[src/rtl/tone_pkg.sv]
package tone_pkg;

  typedef enum logic [1:0] {
    TM_NORMAL = 2'd0,
    TM_FLAT   = 2'd1,
    TM_SLOW   = 2'd2,
    TM_FAST   = 2'd3
  } tmode_e;

  localparam int HALVES_PER_GROUP = 4;
  localparam int BITS_PER_GROUP   = 2;
  localparam int GROUPS_PER_BYTE  = 8 / BITS_PER_GROUP;

  // Bit h set means half-cycle h of the group is short (h = 0 first in time).
  function automatic logic [3:0] short_slots(input logic [1:0] sym);
    logic [3:0] m;
    case (sym)
      2'b00:   m = 4'b1100;
      2'b01:   m = 4'b0110;
      2'b10:   m = 4'b1001;
      default: m = 4'b0011;
    endcase
    return m;
  endfunction

endpackage

[src/rtl/tone_frame_map.sv]
module tone_frame_map
  import tone_pkg::*;
#(
  parameter int BYTES  = 3,
  parameter int ADDR_W = 3,
  parameter int IDX_W  = 6
) (
  input  logic [IDX_W-1:0]   idx,
  input  logic [ADDR_W-1:0]  addr,
  input  logic [BYTES*8-1:0] data,
  input  logic [BYTES-1:0]   keep,
  output logic               is_short
);

  localparam int DATA_GROUPS = BYTES * GROUPS_PER_BYTE;
  localparam int GROUPS      = 1 + ADDR_W + DATA_GROUPS;

  logic [1:0]        grp_sym [GROUPS];
  logic [GROUPS-1:0] grp_all_short;
  logic [GROUPS-1:0] grp_pad;

  // group 0: sync, all short
  assign grp_sym[0]       = 2'b00;
  assign grp_all_short[0] = 1'b1;
  assign grp_pad[0]       = 1'b0;

  for (genvar a = 0; a < ADDR_W; a++) begin : g_addr
    assign grp_sym[1+a]       = {1'b0, addr[ADDR_W-1-a]};
    assign grp_all_short[1+a] = 1'b0;
    assign grp_pad[1+a]       = 1'b0;
  end

  for (genvar d = 0; d < DATA_GROUPS; d++) begin : g_data
    localparam int BY = d / GROUPS_PER_BYTE;
    localparam int SL = d % GROUPS_PER_BYTE;
    assign grp_sym[1+ADDR_W+d]       = data[8*BY + 7 - 2*SL -: 2];
    assign grp_all_short[1+ADDR_W+d] = 1'b0;
    assign grp_pad[1+ADDR_W+d]       = ~keep[BY];
  end

  logic [IDX_W-3:0] g;
  logic [1:0]       h;
  logic [3:0]       slots;

  always_comb begin
    g        = idx[IDX_W-1:2];
    h        = idx[1:0];
    slots    = 4'b0000;
    is_short = 1'b0;
    if (int'(g) < GROUPS) begin
      slots    = short_slots(grp_sym[g]);
      is_short = grp_all_short[g] | (~grp_pad[g] & slots[h]);
    end
  end

endmodule

[src/rtl/tone_sequencer.sv]
module tone_sequencer
  import tone_pkg::*;
#(
  parameter int BYTES  = 3,
  parameter int ADDR_W = 3,
  parameter int IDX_W  = 6,
  parameter int HALVES = 64
) (
  input  logic               clk,
  input  logic               rst,
  input  tmode_e             mode,
  input  logic               boundary,
  input  logic               pkt_valid,
  output logic               pkt_ready,
  input  logic [BYTES*8-1:0] pkt_data,
  input  logic [BYTES-1:0]   pkt_keep,
  input  logic [ADDR_W-1:0]  addr,
  output logic               next_short
);

  localparam logic [IDX_W-1:0] LAST = IDX_W'(HALVES - 1);

  logic               loaded, running;
  logic [IDX_W-1:0]   idx, map_idx;
  logic [BYTES*8-1:0] lat_data;
  logic [BYTES-1:0]   lat_keep;
  logic [ADDR_W-1:0]  lat_addr;
  logic               map_short, at_last, accept;

  assign pkt_ready = ~loaded & (mode == TM_NORMAL);
  assign accept    = pkt_valid & pkt_ready;
  assign at_last   = running & (idx == LAST);
  assign map_idx   = running ? idx + 1'b1 : '0;

  tone_frame_map #(
    .BYTES (BYTES),
    .ADDR_W(ADDR_W),
    .IDX_W (IDX_W)
  ) u_map (
    .idx     (map_idx),
    .addr    (lat_addr),
    .data    (lat_data),
    .keep    (lat_keep),
    .is_short(map_short)
  );

  always_comb begin
    case (mode)
      TM_FAST: next_short = 1'b1;
      TM_SLOW: next_short = 1'b0;
      TM_FLAT: next_short = 1'b0;
      default: next_short = ((running & ~at_last) | (~running & loaded)) & map_short;
    endcase
  end

  always_ff @(posedge clk) begin
    if (rst) begin
      loaded   <= 1'b0;
      running  <= 1'b0;
      idx      <= '0;
      lat_data <= '0;
      lat_keep <= '0;
      lat_addr <= '0;
    end else if (mode != TM_NORMAL) begin
      loaded  <= 1'b0;
      running <= 1'b0;
      idx     <= '0;
    end else begin
      if (accept) begin
        loaded   <= 1'b1;
        lat_data <= pkt_data;
        lat_keep <= pkt_keep;
        lat_addr <= addr;
      end
      if (boundary) begin
        if (running) begin
          if (at_last) begin
            running <= 1'b0;
            loaded  <= 1'b0;
          end else begin
            idx <= idx + 1'b1;
          end
        end else if (loaded) begin
          running <= 1'b1;
          idx     <= '0;
        end
      end
    end
  end

endmodule

[src/rtl/tone_halfcycle_timer.sv]
module tone_halfcycle_timer #(
  parameter int SHORT_TICKS = 3125
) (
  input  logic clk,
  input  logic rst,
  input  logic flat,
  input  logic next_short,
  output logic boundary,
  output logic tone
);

  localparam int CNT_W = (2 * SHORT_TICKS > 1) ? $clog2(2 * SHORT_TICKS) : 1;
  localparam logic [CNT_W-1:0] SHORT_LOAD = CNT_W'(SHORT_TICKS - 1);
  localparam logic [CNT_W-1:0] LONG_LOAD  = CNT_W'(2 * SHORT_TICKS - 1);

  logic [CNT_W-1:0] cnt;

  assign boundary = (cnt == '0);

  always_ff @(posedge clk) begin
    if (rst) begin
      cnt  <= '0;
      tone <= 1'b0;
    end else if (flat) begin
      cnt  <= '0;
      tone <= 1'b0;
    end else if (boundary) begin
      tone <= ~tone;
      cnt  <= next_short ? SHORT_LOAD : LONG_LOAD;
    end else begin
      cnt <= cnt - 1'b1;
    end
  end

endmodule

[src/rtl/tone_encoder.sv]
module tone_encoder
  import tone_pkg::*;
#(
  parameter int SHORT_TICKS = 3125,
  parameter int BYTES       = 3,
  parameter int ADDR_W      = 3
) (
  input  logic               clk,
  input  logic               rst,
  input  logic               pkt_valid,
  output logic               pkt_ready,
  input  logic [BYTES*8-1:0] pkt_data,
  input  logic [BYTES-1:0]   pkt_keep,
  input  logic [ADDR_W-1:0]  addr,
  input  logic [1:0]         test_mode,
  output logic               tone
);

  localparam int GROUPS = 1 + ADDR_W + BYTES * GROUPS_PER_BYTE;
  localparam int HALVES = GROUPS * HALVES_PER_GROUP;
  localparam int IDX_W  = $clog2(HALVES);

  tmode_e mode;
  logic   boundary, next_short;

  assign mode = tmode_e'(test_mode);

  tone_sequencer #(
    .BYTES (BYTES),
    .ADDR_W(ADDR_W),
    .IDX_W (IDX_W),
    .HALVES(HALVES)
  ) u_seq (
    .clk       (clk),
    .rst       (rst),
    .mode      (mode),
    .boundary  (boundary),
    .pkt_valid (pkt_valid),
    .pkt_ready (pkt_ready),
    .pkt_data  (pkt_data),
    .pkt_keep  (pkt_keep),
    .addr      (addr),
    .next_short(next_short)
  );

  tone_halfcycle_timer #(
    .SHORT_TICKS(SHORT_TICKS)
  ) u_timer (
    .clk       (clk),
    .rst       (rst),
    .flat      (mode == TM_FLAT),
    .next_short(next_short),
    .boundary  (boundary),
    .tone      (tone)
  );

endmodule

[config.mk]
export PLATFORM = sky130hd
export DESIGN_NAME = tone_encoder
export DESIGN_NICKNAME = d
export VERILOG_FILES = /design/src/rtl/tone_pkg.sv /design/src/rtl/tone_frame_map.sv /design/src/rtl/tone_sequencer.sv /design/src/rtl/tone_halfcycle_timer.sv /design/src/rtl/tone_encoder.sv
export SDC_FILE = /design/constraint.sdc
export NUM_CORES = 1
export LEC_CHECK = 0
export ABC_CLOCK_PERIOD_IN_PS = 2700
export BUFFER_PORTS_ARGS = -buffer_cell sky130_fd_sc_hd__buf_2
export CAP_MARGIN = 10
export CORE_MARGIN = 5
export CORE_UTILIZATION = 51
export DETAILED_ROUTE_END_ITERATION = 6
export HOLD_SLACK_MARGIN = 0.03
export PLACE_DENSITY = 0.75
export SETUP_SLACK_MARGIN = 0.4
export SYNTH_ARGS = -nofsm -noshare
export SYNTH_HDL_FRONTEND = slang
export SYNTH_SLANG_ARGS = --single-unit
[constraint.sdc]
create_clock -name clk -period 2.7 [get_ports clk]
set_input_delay 0.54 -clock clk [delete_from_list [all_inputs] [get_ports clk]]
set_output_delay 0.54 -clock clk [all_outputs]
set_load 0.005 [all_outputs]
## Word level (Yosys, flattened, before mapping)

Memories as Yosys holds them, arrays and structs flattened.
Cells that the tools add are included.

| word-level totals | value |
|---|---|
| output and inout bits | 2 |
| word-level logic and storage cells | 73 |
| input bits | 35 |
| ROM bits | 16 |
| memories kept | 1 |
| flip-flop bits (word level) | 52 |
| latch bits | 0 |
| bits in writable memories | 0 |

Memories:

| memory | words | width | read ports | clocked after Yosys merged registers in | wr ports | RTL line | RTL |
|---|---|---|---|---|---|---|---|
| (no name shown) | 16 | 1 | 1 | 0 | 0 | tone_frame_map.sv:52 | `is_short = grp_all_short[g] \| (~grp_pad[g] & slots[h]);` |

| cells by class | value |
|---|---|
| shifts and indexed selects | 0 |
| multipliers | 0 |
| muxes and demuxes | 23 |
| divide/modulo/power cells | 0 |
| reduce and logical (&&, ||, !) cells | 10 |
| bitwise operators | 19 |
| equality and inequality tests | 7 |
| magnitude comparators | 3 |
| add/subtract/negate cells | 2 |

Operators by type and width:

| operator | number |
|---|---|
| two-way mux 13 bit | 2 |
| two-way mux 6 bit | 4 |
| logical NOT 13 bit | 1 |
| subtractor 13 x 1 -> 13 bit (second input constant) | 1 |
| one-hot mux 4 bit (3 select lines) | 1 |
| two-way mux 1 bit | 10 |
| NOT 1 bit | 9 |
| binary-select mux 2 bit (select 4 bit) | 1 |
| AND 1 bit | 7 |
| adder 6 x 1 -> 6 bit (second input constant) | 1 |
| == test 2 bit (second input constant) | 3 |
| == test 6 bit (second input constant) | 1 |
| OR reduction 2 bit | 3 |
| >= comparator 5 bit (second input constant) | 1 |
| less-than comparator 4 x 5 -> 1 bit (second input constant) | 1 |
| NOT 4 -> 5 bit | 1 |
| binary-select mux 1 bit (select 4 bit) | 1 |
| == test 2 x 1 -> 1 bit (second input constant) | 2 |
| logical NOT 2 bit | 2 |
| two-way mux 2 bit | 2 |
| nonzero test 2 bit | 2 |
| less-than comparator 2 x 3 -> 1 bit (second input constant) | 1 |
| AND reduction 3 bit | 1 |
| binary-select mux 1 bit (select 2 bit) | 1 |
| other kinds (4) | 5 |

## Logic depth before layout (Yosys ltp)

Gate-level depths: netlist of the first run.

| logic depth | value |
|---|---|
| depth after elaboration | 16 |
| mapped depth | 10 |
| depth with buffers taken out | 9 |

## Modules after synthesis

A second synthesis of the first run with hierarchy kept.

| second synthesis, totals | value |
|---|---|
| cell total of the unflattened synthesis | 296 |
| area total of the unflattened synthesis | 2487.4 µm² |

By module, submodules not included:

| module | cells each | seq. area each (µm²) | area each (µm²) | instances |
|---|---|---|---|---|
| tone_sequencer | 191 | 760.7 | 1498.9 | 1 |
| tone_halfcycle_timer | 76 | 280.3 | 666.9 | 1 |
| tone_frame_map | 28 | 0.0 | 307.8 | 1 |
| tone_encoder | 1 | 0.0 | 13.8 | 1 |

## Least setup slack after synthesis of the first run

Ideal clock, no wire load.

| timing path | value |
|---|---|
| kind | flip-flop to flip-flop |
| start | register u_seq.idx[0] |
| end | register u_timer.cnt[6] |
| setup time | 0.133 ns |
| cell stages (with the launch flop) | 11 |
| data required time | 2.567 ns |
| buffers on the path | 1 |
| slack | 0.168 ns |
| arrival | 2.398 ns |
| clock period less this slack | 2.532 ns |
| cell sequence | dfxtp_1 -> ha_1 -> and3_1 -> clkbuf_2 -> mux2i_2 -> mux2i_1 -> a211oi_1 -> o2111ai_1 -> mux2_2 -> nand2_2 -> a2111oi_4 |

| between the ends | value |
|---|---|
| cells in the longest elaborated chain, start to end | 16 |
| elaborated cells between the ends (all ways) | 28 |
| classes of those cells | add/sub: 1; eq/ne: 3; mux: 13; bitwise: 9; reduce/logical: 1; memory: 1 |

RTL lines:

| what | RTL line | RTL |
|---|---|---|
| from (decl) | tone_sequencer.sv:24 | `logic [IDX_W-1:0] idx, map_idx;` |
| from (signal assigned) | tone_sequencer.sv:81 | `idx <= idx + 1'b1;` |
| adder 6 x 1 -> 6 bit | tone_sequencer.sv:33 | `assign map_idx = running ? idx + 1'b1 : '0;` |
| two-way mux 6 bit | tone_sequencer.sv:33 |  |
| NOT 4 -> 5 bit (implied by the code) | tone_frame_map.sv:51 | `slots = short_slots(grp_sym[g]);` |
| binary-select mux 2 bit (select 4 bit) | tone_frame_map.sv:51 |  |
| two-way mux 2 bit (implied by the code) (2 in series) | tone_frame_map.sv:51 |  |
| == test 2 bit, or another cell as far along | tone_pkg.sv:17 | `case (sym)` |
| one-hot mux 4 bit (3 select lines) | tone_pkg.sv:17 |  |
| binary-select mux 1 bit (select 2 bit) | tone_frame_map.sv:52 |  |
| two-way mux 1 bit (implied by the code) | tone_frame_map.sv:52 |  |
| AND 1 bit | tone_frame_map.sv:52 |  |
| bitwise OR 1 bit | tone_frame_map.sv:52 |  |
| AND 1 bit (*) | tone_sequencer.sv:52 | `default: next_short = ((running & ~at_last) \| (~running & loaded)) & map_short;` |
| one-hot mux 1 bit (2 select lines) (*) | tone_sequencer.sv:48 | `case (mode)` |
| two-way mux 13 bit (*) | tone_halfcycle_timer.sv:29 | `cnt <= next_short ? SHORT_LOAD : LONG_LOAD;` |
| two-way mux 13 bit (*) | tone_halfcycle_timer.sv:27 | `end else if (boundary) begin` |
| to (signal assigned) | tone_halfcycle_timer.sv:29 |  |
| to (signal assigned) | tone_halfcycle_timer.sv:31 | `cnt <= cnt - 1'b1;` |
| to (decl) | tone_halfcycle_timer.sv:16 | `logic [CNT_W-1:0] cnt;` |

Mark *: on every way between the ends. The rest lies on a longest branch, timed or not. The select of a mux whose other input is x is not followed.
A chain may end at the register's enable or synchronous reset.

## Worst setup path in the final report of the first run

| timing path | value |
|---|---|
| start | register u_seq.idx[0] |
| end | register u_timer.cnt[4] |

The elaborated chain is that of the path after synthesis.

==> results.cfg, run 1 <==
[finish]
final_layout_size_suffix_gt1_frac = 0.274
final_cell_mix = 72 x nand2_1, 46 x dfxtp_1, 42 x a21oi_1, 36 x buf_2, 23 x nor2_1
nets = 394
final_common_cell = nand2_1
area_delta_synth_final_pct = 22.1
multi_input_area_sq_mm = 0.00154
regArea_sq_mm = 0.00105
diodes = 0
final_util = 0.648
fillCellCount = 432

[sta]
final.setup_skew_ps = 3.71
max_freq_ghz = 0.418
finalHoldViolCount = 0
rsz0062_at_grt = yes
maxSlewViolCount = 0
tns_ps = 0
period_needed_ps = 2390
fin_crit_sh = 0.886
setup_viol = 0
worstMarginPinSlew_ps = 722
max_slew_margin = 0.519

[yosys]
synth-seq-area-share = 0.410
ys_seq_elements = 52
synth-async-reset-ratio = 0
synth_area_leaders = dfxtp_1 41%, nand2_1 11%, a21oi_1 8.3%, nor2_1 3.4%, xnor2_1 3.1%
synth_ff_type = dfxtp_1
synth-edff-count = 0
yosys.area.top_type_share = 0.410
synth_cell_types = 49
syn_inst = 312
yosys_warnings = 0
syn_nets = 349
yosys.area.top_type = dfxtp_1
postSynthAreaPerCell_sq_um = 8.14
syn_area_sq_mm = 0.00254

[detailed_routing]
dr.pass1.iters = 4
vias = 2340
wl_per_cell_microns = 14.3
wirelength_mm = 6.06
drtIter0Drc = 171
drc = 0
drtAntennaViolNets = 0
vias_per_cell = 5.51

[setup_path]
worstRegToRegCells = 8
start_kind = register
worstPathMaxFanout = 7
cp.required_ps = 2890
r2r_slack_ps = 310
endpoint_kind = register
crit_type = register to register
critPathLaunch = u_seq.idx[0]
r2r_end = u_timer.cnt[4]
critPathCapture = u_timer.cnt[4]
arrival_ps = 2580
r2r_start = u_seq.idx[0]

[floorplan]
dieArea_sq_mm = 0.00649
pin_count = 37
rows = 25
core_area_sq_mm = 0.00479
start_util = 0.530
dieHeight_microns = 80.6
die-width_microns = 80.6

[grt]
grt_pass1_wl_mm = 10.4
grtUsageTotal = 0.201
grt_overflow_total = 0
grt_pass1_vias = 2258
grt_max_degree = 39
antenna_found_initial = 0

[clock_network]
cts_buffer_depth = 2
cts_made_buffers = 5
cts_tree = built
clk_pin_slew_ps = 90
htree_levels = 2
hold_buffers = 0
root_buffer = clkbuf_8
insertion_delay_ps = 300
cts.sinks = 52

[pwr]
irDropWorstVdd_uv = 422
p_leak_uw = 0.00121
powerDensity_mw_per_mm2 = 718

[placed_design]
place.gp.congestion = 0.970
portBuffers = 36
hpwl_mm = 4.28

[flow_run]
maxCapViolations = 0

[worst_hold_path]
hold_class = register to register

[outcome]
status = finished, final reports clean
-- sequential cells by signal (all words and copies together) (netlist names) --
| signal | count |
|---|---|
| u_timer.tone | 1 |
| u_seq.lat_data | 24 |
| u_timer.cnt | 13 |
| u_seq.loaded | 1 |
| u_seq.running | 1 |
| u_seq.idx | 6 |
| u_seq.lat_keep | 3 |
| u_seq.lat_addr | 3 |
-- logic make-up (layout without fill, tap and decap cells) --
kind of cell,count (synthesis),in the layout,share of synthesized area
AO/OA/AOI/OAI,66,66,0.163
XOR/XNOR,14,14,0.0513
adder cells (fa/ha/maj),2,2,0.00986
buffers and inverters,20,66,0.0310
flip-flops,52,52,0.410
multiplexers,14,14,0.0754
AND/OR/NAND/NOR,144,144,0.260
-- repair_timing --
item | CTS | global route
pin swaps | 4 | 8
cloned | 0 | 0
resized for setup | 15 | 8
setup buffers | 9 | 2
endpoints found under the setup margin | 11 | 11
-- how the worst min path moves through the flow --
stage                                  start                  to  slack [ps]  cells past startpoint
after detailed placement  u_seq.lat_data[14]  u_seq.lat_data[14]         450                      2
after global routing             pkt_data[3]   u_seq.lat_data[3]         460                      3
final                     u_seq.lat_data[14]  u_seq.lat_data[14]         460                      2
after CTS                       pkt_data[15]  u_seq.lat_data[15]         460                      3
after floorplan            u_seq.lat_addr[2]   u_seq.lat_addr[2]         430                      2
after global placement    u_seq.lat_data[17]  u_seq.lat_data[17]         440                      2
-- cell type report --
cell class	instances	area share
multi-input combinational	240	0.498
sequential	52	0.340
timing repair buffer	55	0.104
tap	67	0.0270
clock buffer	7	0.0246
inverter	3	0.00363
clock inverter	1	0.00283
-- Yosys cell counts, types with 2 or more instances --
cell type,instances
nand2_2,2
mux2i_1,5
or3_1,3
buf_2,2
xnor2_1,9
xor2_1,4
o2111ai_1,2
nor2b_1,4
dfxtp_1,52
nor3_1,6
a21oi_1,42
mux4_2,3
inv_1,3
and3_1,3
nand2_1,74
nand2b_1,3
nor2_1,23
a31oi_1,2
clkbuf_1,14
nor4_1,5
o31ai_1,2
mux2_2,4
o311a_1,3
and2_1,3
nand3_1,10
o21ai_0,5
ha_1,2
-- report_power, final --
part,switching [uW],total [uW],leakage (uW),internal (uW)
registers,95.7,970,0.000427,874
clock network,246,432,0.0000424,186
logic,413,823,0.000737,409
total,755,2220,0.00121,1470
-- stage by stage --
stage | power [uW] | worst slack (ps) | hold slack (ps) | instance area [sq um] | instances
floorplan | 1540 | 403 | 432 | 2590 | 312
global placement | 1680 | 219 | 445 | 2850 | 406
detailed placement | 1700 | 146 | 449 | 2850 | 406
CTS | 2210 | 271 | 458 | 3060 | 423
global route | 2370 | 182 | 456 | 3100 | 425
finish | 2220 | 309 | 460 | 3100 | 425
-- worst max-delay path: stages (launching register included) --
cell and delay (ps):
dfxtp_4 390, and3_4 220, mux2_4 330, mux4_2 430
mux2i_2 170, nor2_1 70, a31oi_2 240, nand2_4 110
o311a_1 300
-- per-layer routing --
layer	global-route usage	wire (microns)	vias to the layer above
met5	0	0	-
met4	0.0574	118	0
met3	0.0392	277	14
met2	0.326	2820	69
met1	0.271	2850	1085
li1	-	-	1172
Power figures use the tool's default switching activity.
==> run 2: changes to the inputs <==
--- a/config.mk
+++ b/config.mk
@@ -12,7 +12,7 @@
 export CORE_UTILIZATION = 51
 export DETAILED_ROUTE_END_ITERATION = 6
 export HOLD_SLACK_MARGIN = 0.03
-export PLACE_DENSITY = 0.75
+export PLACE_DENSITY = 0.78
 export SETUP_SLACK_MARGIN = 0.4
 export SYNTH_ARGS = -nofsm -noshare
 export SYNTH_HDL_FRONTEND = slang
==> run 2 against run 1 <==
Against the previous run:
- via count is 5.1% higher
- critical path depth is 1 higher
- setup slack worse by 97 ps
- die area stayed put
- routed wire length is 12% higher
- critical endpoint unchanged
==> results.cfg, run 2 (synthesized netlist as in run 1, its figures left out) <==
[pwr]
p_total_uw = 2380
p_leak_uw = 0.00124
powerDensity_mw_per_mm2 = 738
irDropWorstVdd_uv = 485

[setup_path]
worstPathMaxFanout = 6
endpoint_kind = register
worstRegToRegCells = 9
arrival_ps = 2680
start_kind = register
cp.required_ps = 2900
crit_type = register to register
r2r_slack_ps = 210

[sta]
whs_ps = 459
max_freq_ghz = 0.402
period_needed_ps = 2490
setup_viol = 0
maxSlewViolCount = 0
fin_crit_sh = 0.922
finalHoldViolCount = 0
worstMarginPinSlew_ps = 705
max_slew_margin = 0.530
tns_ps = 0
rsz0062_at_grt = yes
final.setup_skew_ps = 4.72

[detailed_routing]
drtIter0Drc = 253
wirelength_mm = 6.80
drtAntennaViolNets = 0
wl_per_cell_microns = 15.7
drc = 0
dr.pass1.iters = 4
vias_per_cell = 5.69
vias = 2459

[grt]
antenna_found_initial = 0
grt_max_degree = 39
grt_pass1_wl_mm = 10.8
grt_pass1_vias = 2281
grtUsageTotal = 0.213
grt_overflow_total = 0

[worst_hold_path]
hold_depth = 3
hold_class = primary input to register

[placed_design]
placed_cell_area_sq_mm = 0.00285
hpwl_mm = 4.35
dpl.cell_count = 406
place.gp.congestion = 0.979
portBuffers = 36

[clock_network]
insertion_delay_ps = 310
htree_levels = 2
cts_buffer_depth = 2
cts_made_buffers = 5
cts_tree = built
clk_pin_slew_ps = 90
root_buffer = clkbuf_8
hold_buffers = 0
cts.sinks = 52

[finish]
diodes = 0
final_common_cell = nand2_1
largest-register = u_seq.lat_data
design_area_sq_mm = 0.00323
final_cell_mix = 72 x nand2_1, 45 x dfxtp_1, 42 x a21oi_1, 36 x buf_2, 24 x buf_4
largest_register_ffs = 24
final_layout_size_suffix_gt1_frac = 0.307
nets = 401
largest_registers = u_seq.lat_data x24, u_timer.cnt x13, u_seq.idx x6
area_delta_synth_final_pct = 27.2
stdcell_count = 432

[floorplan]
start_util = 0.530
dieArea_sq_mm = 0.00649
pin_count = 37
dieHeight_microns = 80.6
die-width_microns = 80.6
rows = 25
core_area_sq_mm = 0.00479

[flow_run]
maxCapViolations = 0

[outcome]
status = finished, final reports clean
==> run 2: cell types whose count changed in the layout (fill, tap and decap cells not counted), moves of 2 or more <==
cell / change
nor2_2: +4
buf_4: +5
nor2_1: -4
buf_6: +2
nor4_1: -2
==> run 2: per-stage QoR <==
step,utilization,setup WS [ps]
6_report,0.675,212
5_1_grt,0.675,142
4_1_cts,0.650,283
3_5_place_dp,0.595,61.7
3_3_place_gp,0.595,232
2_1_floorplan,-,403
==> run 2: cell type report <==
cell class,count,area [sq um]
multi-input combinational,240,1600
fill,390,1560
sequential,52,1060
timing repair buffer,62,383
clock buffer,7,86.3
tap,67,83.8
inverter,3,11.3
clock inverter,1,7.51
==> run 2: where the power goes <==
group	internal (uW)	switching (uW)
logic	480	469
registers	876	98.7
clock network	209	249
total	1570	817
==> run 2: worst paths after layout <==
check / from / to
worst max-delay path: u_seq.idx[0] / u_timer.cnt[4]
worst min register to register: u_seq.lat_data[19] / u_seq.lat_data[19]
worst min-delay path: addr[1] / u_seq.lat_addr[1]
worst max register to register: u_seq.idx[0] / u_timer.cnt[4]
==> run 2: worst max-delay path, stage by stage (launching register included) <==
cell      delay, ps
dfxtp_4         380
ha_4            190
and3_4          250
mux2i_4         330
mux2i_2         340
a211oi_4        120
buf_4           170
a31oi_4         200
nand2_8         100
o311a_1         310
==> run 2: layer usage <==
layer	vias up	track usage	wire, microns	share of wire
li1	1188	-	-	-
met1	1146	0.277	2940	0.43
met2	108	0.344	3240	0.48
met3	17	0.0404	434	0.064
met4	0	0.0861	189	0.028
met5	-	0	0	0
==> run 2: what timing repair did <==
item | in CTS | in global routing
cloned | 0 | 0
buffers inserted | 14 | 4
hold endpoints to repair | 0 | 0
setup endpoints to repair | 11 | 16
gates resized for setup | 19 | 21
pin swaps | 11 | 10
